--- src/rtl/egs_pkg.sv ---
package egs_pkg;

    localparam int NQ = 4;

    typedef enum logic [1:0] {
        Q_SCHED = 2'd0,
        Q_CLS_A = 2'd1,
        Q_CLS_B = 2'd2,
        Q_BEST  = 2'd3
    } queue_e;

    // lowest-index set bit wins: index order is the priority order
    function automatic logic [NQ-1:0] pick_first(input logic [NQ-1:0] req);
        logic [NQ-1:0] res;
        res = '0;
        for (int i = NQ - 1; i >= 0; i--) begin
            if (req[i]) res = '0;
            if (req[i]) res[i] = 1'b1;
        end
        return res;
    endfunction

endpackage

--- src/rtl/egs_credit_shaper.sv ---
module egs_credit_shaper #(
    parameter int SLOPE_W = 12,
    parameter int CRED_W  = 20
) (
    input  logic                      clk,
    input  logic                      rst,
    input  logic                      q_valid,
    input  logic                      sending,
    input  logic signed [SLOPE_W-1:0] idle_slope,
    input  logic signed [SLOPE_W-1:0] send_slope,
    output logic signed [CRED_W-1:0]  credit,
    output logic                      eligible
);
    localparam int EXT_W = CRED_W + 1;
    localparam logic signed [EXT_W-1:0] CMAX = {2'b00, {(CRED_W-1){1'b1}}};
    localparam logic signed [EXT_W-1:0] CMIN = {2'b11, {(CRED_W-1){1'b0}}};

    logic signed [SLOPE_W-1:0] step;
    logic signed [EXT_W-1:0]   sum;
    logic signed [CRED_W-1:0]  sat;
    logic signed [CRED_W-1:0]  nxt;

    always_comb begin
        if (sending)
            step = send_slope;
        else
            step = idle_slope;
        sum = $signed({credit[CRED_W-1], credit})
            + $signed({{(EXT_W-SLOPE_W){step[SLOPE_W-1]}}, step});
        if (sum > CMAX)
            sat = CMAX[CRED_W-1:0];
        else if (sum < CMIN)
            sat = CMIN[CRED_W-1:0];
        else
            sat = sum[CRED_W-1:0];

        if (sending || q_valid)
            nxt = sat;
        else if (credit > 0)
            nxt = '0;
        else if (sat > 0)
            nxt = '0;
        else
            nxt = sat;
    end

    always_ff @(posedge clk) begin
        if (rst)
            credit <= '0;
        else
            credit <= nxt;
    end

    assign eligible = q_valid && !credit[CRED_W-1];

endmodule

--- src/rtl/egs_grant_ctrl.sv ---
module egs_grant_ctrl
    import egs_pkg::*;
#(
    parameter int LEN_W = 16
) (
    input  logic                  clk,
    input  logic                  rst,
    input  logic [NQ-1:0]         eligible,
    input  logic [NQ*LEN_W-1:0]   q_len,
    input  logic                  tx_eof,
    output logic [NQ-1:0]         grant,
    output logic                  busy,
    output logic [LEN_W-1:0]      tx_len
);
    logic [NQ-1:0]    winner;
    logic [LEN_W-1:0] win_len;

    always_comb begin
        winner  = pick_first(eligible);
        win_len = '0;
        for (int i = 0; i < NQ; i++)
            if (winner[i]) win_len = q_len[i*LEN_W +: LEN_W];
    end

    always_ff @(posedge clk) begin
        if (rst) begin
            grant  <= '0;
            busy   <= 1'b0;
            tx_len <= '0;
        end else if (busy) begin
            if (tx_eof) begin
                grant <= '0;
                busy  <= 1'b0;
            end
        end else if (|eligible) begin
            grant  <= winner;
            busy   <= 1'b1;
            tx_len <= win_len;
        end
    end

endmodule

--- src/rtl/egs_slope_regs.sv ---
module egs_slope_regs #(
    parameter int SLOPE_W = 12,
    parameter int NCLS    = 2,
    parameter int DEF_IDLE = 4,
    parameter int DEF_SEND = -12
) (
    input  logic                      clk,
    input  logic                      rst,
    input  logic                      cfg_we,
    input  logic [$clog2(NCLS)-1:0]   cfg_cls,
    input  logic signed [SLOPE_W-1:0] cfg_idle_slope,
    input  logic signed [SLOPE_W-1:0] cfg_send_slope,
    output logic signed [SLOPE_W-1:0] idle_slope [NCLS],
    output logic signed [SLOPE_W-1:0] send_slope [NCLS]
);
    localparam logic signed [SLOPE_W-1:0] RST_IDLE = SLOPE_W'(DEF_IDLE);
    localparam logic signed [SLOPE_W-1:0] RST_SEND = SLOPE_W'(DEF_SEND);

    for (genvar c = 0; c < NCLS; c++) begin : g_cls
        always_ff @(posedge clk) begin
            if (rst) begin
                idle_slope[c] <= RST_IDLE;
                send_slope[c] <= RST_SEND;
            end else if (cfg_we && cfg_cls == c) begin
                idle_slope[c] <= cfg_idle_slope;
                send_slope[c] <= cfg_send_slope;
            end
        end
    end

endmodule

--- src/rtl/egress_class_sched.sv ---
module egress_class_sched
    import egs_pkg::*;
#(
    parameter int LEN_W    = 16,
    parameter int SLOPE_W  = 12,
    parameter int CRED_W   = 20,
    parameter int DEF_IDLE = 4,
    parameter int DEF_SEND = -12
) (
    input  logic                      clk,
    input  logic                      rst,
    input  logic [3:0]                q_valid,
    input  logic [4*LEN_W-1:0]        q_len,
    input  logic                      tx_eof,
    input  logic                      cfg_we,
    input  logic                      cfg_cls,
    input  logic signed [SLOPE_W-1:0] cfg_idle_slope,
    input  logic signed [SLOPE_W-1:0] cfg_send_slope,
    output logic [3:0]                grant,
    output logic                      busy,
    output logic [LEN_W-1:0]          tx_len
);
    localparam int NCLS = 2;

    logic signed [SLOPE_W-1:0] idle_slope [NCLS];
    logic signed [SLOPE_W-1:0] send_slope [NCLS];
    logic signed [CRED_W-1:0]  cred       [NCLS];
    logic [NCLS-1:0]           shaped_ok;
    logic [NQ-1:0]             eligible;
    logic signed [CRED_W-1:0]  credit_a;
    logic signed [CRED_W-1:0]  credit_b;

    egs_slope_regs #(
        .SLOPE_W (SLOPE_W),
        .NCLS    (NCLS),
        .DEF_IDLE(DEF_IDLE),
        .DEF_SEND(DEF_SEND)
    ) u_slopes (
        .clk           (clk),
        .rst           (rst),
        .cfg_we        (cfg_we),
        .cfg_cls       (cfg_cls),
        .cfg_idle_slope(cfg_idle_slope),
        .cfg_send_slope(cfg_send_slope),
        .idle_slope    (idle_slope),
        .send_slope    (send_slope)
    );

    // shaped classes occupy queue indices Q_CLS_A and Q_CLS_B
    for (genvar c = 0; c < NCLS; c++) begin : g_shaper
        localparam int QI = int'(Q_CLS_A) + c;
        egs_credit_shaper #(
            .SLOPE_W(SLOPE_W),
            .CRED_W (CRED_W)
        ) u_shaper (
            .clk       (clk),
            .rst       (rst),
            .q_valid   (q_valid[QI]),
            .sending   (busy && grant[QI]),
            .idle_slope(idle_slope[c]),
            .send_slope(send_slope[c]),
            .credit    (cred[c]),
            .eligible  (shaped_ok[c])
        );
    end

    assign eligible[Q_SCHED] = q_valid[Q_SCHED];
    assign eligible[Q_CLS_A] = shaped_ok[0];
    assign eligible[Q_CLS_B] = shaped_ok[1];
    assign eligible[Q_BEST]  = q_valid[Q_BEST];
    assign credit_a = cred[0];
    assign credit_b = cred[1];

    egs_grant_ctrl #(
        .LEN_W(LEN_W)
    ) u_ctrl (
        .clk     (clk),
        .rst     (rst),
        .eligible(eligible),
        .q_len   (q_len),
        .tx_eof  (tx_eof),
        .grant   (grant),
        .busy    (busy),
        .tx_len  (tx_len)
    );

endmodule

--- config.mk ---
export PLATFORM = sky130hd
export DESIGN_NAME = egress_class_sched
export DESIGN_NICKNAME = d
export VERILOG_FILES = /design/src/rtl/egs_pkg.sv /design/src/rtl/egs_credit_shaper.sv /design/src/rtl/egs_grant_ctrl.sv /design/src/rtl/egs_slope_regs.sv /design/src/rtl/egress_class_sched.sv
export SDC_FILE = /design/constraint.sdc
export NUM_CORES = 1
export LEC_CHECK = 0
export BUFFER_PORTS_ARGS = -buffer_cell sky130_fd_sc_hd__buf_2
export CAP_MARGIN = 10
export CELL_PAD_IN_SITES_DETAIL_PLACEMENT = 1
export CELL_PAD_IN_SITES_GLOBAL_PLACEMENT = 2
export CORE_MARGIN = 3
export CORE_UTILIZATION = 38
export DETAILED_ROUTE_END_ITERATION = 10
export PLACE_DENSITY = 0.93
export SYNTH_ARGS = -nofsm -noshare
export SYNTH_HDL_FRONTEND = slang
export SYNTH_HIERARCHICAL = 1
export SYNTH_SLANG_ARGS = --single-unit
--- constraint.sdc ---
create_clock -name clk -period 13.7 [get_ports clk]
set_input_delay 0 -clock clk [delete_from_list [all_inputs] [get_ports clk]]
set_output_delay 0 -clock clk [all_outputs]
set_load 0.01 [all_outputs]
==> results.txt <==
----------------------------------------------------
[Floorplan]
  Standard cell core area ... approximately 0.020 mm2
  Number of core rows ... 51
  Total Die Area ... 0.0224 mm2
  Die outline width ... approximately 150 um
  Initial core utilization ... between 30% and 40%
  Number of ports placed on the die boundary ... 118
  Die boundary height ... 150 um

[Route]
  First drt pass iteration count ... 5
  Number of vias per cell ... roughly 5.7
  Post-detailed-route wirelength per cell ... ~20 um
  Wire length reported by the detailed router ... 25.3 mm
  Number of nets still failing antenna checks after routing ... 0
  Vias after detailed routing ... about 7400
  Number of design-rule violations left by the first detailed-router iteration ... 357
  Post-detailed-route DRC marker count ... 0

[Logic synthesis]
  Portion of synthesized cell area occupied by the leading cell type ... between 20 and 30%
  Unique masters post-synth ... just under 90
  Synth area leader ... dfxtp_1
  Synthesis-stage register bit count ... between 100 and 150
  Average instance area after synthesis ... roughly 8.8 um2
  Fraction of registers with async set/reset ... 0%
  Gate Count Post-Synth ... 887
  Sequential cell area fraction in the yosys report ... 27.9%
  Yosys warning count ... 6
  Syn nets ... ~1000
  EDFF count, synth ... 0
  Synthesized area ... 0.00784 mm2
  Most area-consuming cells after synthesis ... dfxtp_1 (28%), ha_1 (6.4%), mux2i_1 (5.2%)
  Leading register cell type out of synthesis ... dfxtp_1

[STA]
  Total setup violations reported at the end of the flow ... 0
  Transition time at the pin with the least slew margin ... around 1.1 ns
  Final Hold Violating Endpoints ... 0
  Pins over their slew limit ... 0
  Period minus WS final ... between 5 and 6 ns
  Worst Clk Skew ... 0.0152 ns
  Ratio of final minimum period to clock period ... a little under two fifths
  Maximum frequency from static timing analysis ... approximately 0.19 GHz
  Setup WS post-layout ... approximately 8.5 ns
  Aggregate negative setup slack ... 0 ns
  RSZ-0062 raised after global routing ... no
  Relative slew margins ... about 29%

[Finish]
  Area added between synthesis and finish ... 18.4%
  Antenna Diode Count ... 0
  Area of all placed cells without fillers ... approximately 0.0093 mm2
  Fraction of layout cells with a size suffix above 1 ... 22.0%
  Post-layout net count ... 1156

[Worst setup path]
  Critical path's largest stage delay ... 0.86 ns
  Critical path capture point type ... flip-flop
  Number of buffer and inverter instances along the worst setup path ... 1
  Required arrival time at the worst endpoint ... 13.98 ns
  Startpoint type of the worst setup path ... flip-flop
  Crit-path cells ... and2_1, mux2_2, ha_1, inv_1, fa_1, nand2b_1, a211oi_1, o31a_1, o32a_1, xor2_1, or4_1, or4_1, a21oi_1
  Crit path arrival time ... ~5.5 ns
  Slowest cell on the critical path ... or4_1
  Worst-path fanout max ... 16
  Class of the most critical setup path ... flip-flop to flip-flop
  Cell class contributing the biggest share of worst-path delay ... simple AND/OR/NAND/NOR gates
  Most repeated library cell on the critical path ... or4_1

[Global routing]
  Met1 capacity usage during global routing ... between 20 and 30%
  All-Layer GR Usage ... roughly 22%
  Wire length of the first global-routing pass ... 40.4 mm
  Number of antenna violations at the first check in global routing ... 0
  Met2 usage in global routing ... 38.5%
  Pin count of the biggest net entering global routing ... 62
  Met3 usage in global routing ... about 3.2%
  Most utilized layer in the global route result ... met2
  Number of global-route vias before repair ... ~7600
  Overflow left after global routing ... 0

[Placement]
  Buffers on Ports ... 117
  Final weighted congestion in routability-driven placement ... between 0.8 and 0.9
  Standard cell area after detailed placement ... about 0.0084 mm2
  Pre-CTS setup slack ... roughly 8.5 ns
  Post-detailed-placement half-perimeter wirelength ... about 18 mm

[Clocking]
  Setup Buffers After CTS ... 0
  # H-tree levels ... 3
  Post_cts resized ... 0
  TritonCTS clock tree ... yes
  Number of clock sinks ... between 100 and 150
  Buffer type at the clock tree root ... clkbuf_16
  Number of buffers created by CTS ... 9
  Clock latency at the later pin of the worst-skew pair ... about 0.37 ns
  Number of buffers on the longest clock path ... 2
  Reg clk slew, reported paths ... roughly 0.09 ns
  Post-CTS Hold Buffers ... 53

[Power]
  Pwr dens ... 149 mW/mm2
  P_int ... 0.000780 W
  Combinational Power Share ... between 40% and 50%
  Worst VDD drop ... 0.0631 mV
  Fraction of power consumed by the clock network ... approximately a fifth
  Standby leakage power ... ~3.8 nW
  Fraction of power consumed by sequential logic ... a little under a third
  Psw ... ~0.00060 W
  Switching fraction of total power ... 43.4%

[Worst hold path]
  Worst hold path class ... input port to flip-flop

[Outcome]
  Status ... finished clean

[Flow run]
  Max Cap Violations ... 0

----------------------------------------------------
## power groups by stage
stage	clock, W	combinational [W]	sequential [W]
4_1_cts	0.000292	0.000674	0.000417
3_3_place_gp	0	0.000641	0.000424
3_5_place_dp	0	0.000653	0.000424
6_report	0.000283	0.000678	0.000418
2_1_floorplan	0	0.000516	0.000410
5_1_grt	0.000304	0.000745	0.000424
## tightest hold or removal path, cell delays in order
cell      delay [ns]
buf_2           0.07
nand2b_1        0.13
mux2i_1         0.15
## cell usage after synthesis (4+ instances only)
cell type / instances
nor3_2: 10
nor3_1: 19
o31ai_1: 5
xnor2_1: 18
a21o_1: 13
dfxtp_1: 109
ha_1: 40
buf_2: 21
a21oi_1: 71
inv_1: 35
a31oi_1: 10
a211o_1: 18
or3_1: 5
a211oi_1: 32
nand2b_1: 53
maj3_1: 9
mux2_2: 24
buf_6: 12
nand3_1: 26
o221ai_1: 15
a221oi_1: 4
and2_1: 8
nor4_1: 15
xor2_1: 9
clkbuf_1: 14
a21oi_2: 18
and3_1: 8
buf_4: 5
o21ai_0: 18
o21a_1: 7
nand2_1: 31
o211ai_1: 22
nor2_1: 54
mux2i_1: 41
nor2b_1: 9
## cells in the final DEF, fill, tap and decap left out, drive strengths merged, types with 15 or more instances in the layout
master,synthesis,layout
mux2i,41,41
dlygate4sd3,0,53
nor4,17,17
o21ai,21,21
o211ai,22,22
buf,42,123
ha,40,40
a21oi,90,90
inv,35,39
mux2,24,24
nor3,30,30
xnor2,18,18
o221ai,15,15
nand2b,53,53
nand3,26,26
nor2,54,54
a211o,18,18
dfxtp,109,109
a211oi,36,36
nand2,33,33
## metal layers
layer,vias to the layer above,wire [um]
li1,3575,-
met1,3610,11600
met2,143,12300
met3,27,1000
met4,0,385
met5,-,0
## metrics by stage
step | util (%) | instances | power [W] | hold WS, ns
after floorplan | - | 887 | 0.000926 | 0.140
after global placement | 42.4 | 1218 | 0.00107 | 0.229
after detailed placement | 42.4 | 1218 | 0.00108 | 0.236
after CTS | 46.7 | 1287 | 0.00138 | 0.0305
after global routing | 46.7 | 1287 | 0.00147 | 0.0550
final | 46.7 | 1287 | 0.00138 | 0.0422
## worst paths after layout
kind                                               from                             end  slack [ns]  cells past startpoint
worst min register to register  u_slopes/idle_slope[23]         u_slopes/idle_slope[23]        0.48                      2
worst min-delay path                  cfg_idle_slope[0]         u_slopes/idle_slope[12]        0.04                      3
worst max-delay path                        u_ctrl/busy  g_shaper[0].u_shaper/credit[9]        8.46                     13
worst max register to register              u_ctrl/busy  g_shaper[0].u_shaper/credit[9]        8.46                     13
## registers in the layout, indices dropped and copies added (netlist names)
register                  cells
u_slopes/idle_slope          24
g_shaper.u_shaper/credit     40
u_ctrl/tx_len                16
u_ctrl/busy                   1
u_ctrl/grant                  4
u_slopes/send_slope          24
## logic make-up after synthesis
kind of cell    count (synthesis)  synth area share [%]
xor+xnor                       27                  3.02
buf+inv                        92                  6.71
compound gates                274                  25.9
mux                            65                  8.69
simple gates                  268                  19.6
fa+ha+maj                      52                  8.19
flops                         109                  27.9
## final cells by class
class                      instances  area [um2]
clock buffer                       9         225
clock inverter                     7         101
fill                            2380       10600
inverter                          35         131
multi-input combinational        686        5140
sequential                       109        2180
tap                              265         332
timing repair buffer             176        1160
(Power assumes the default switching activity.)
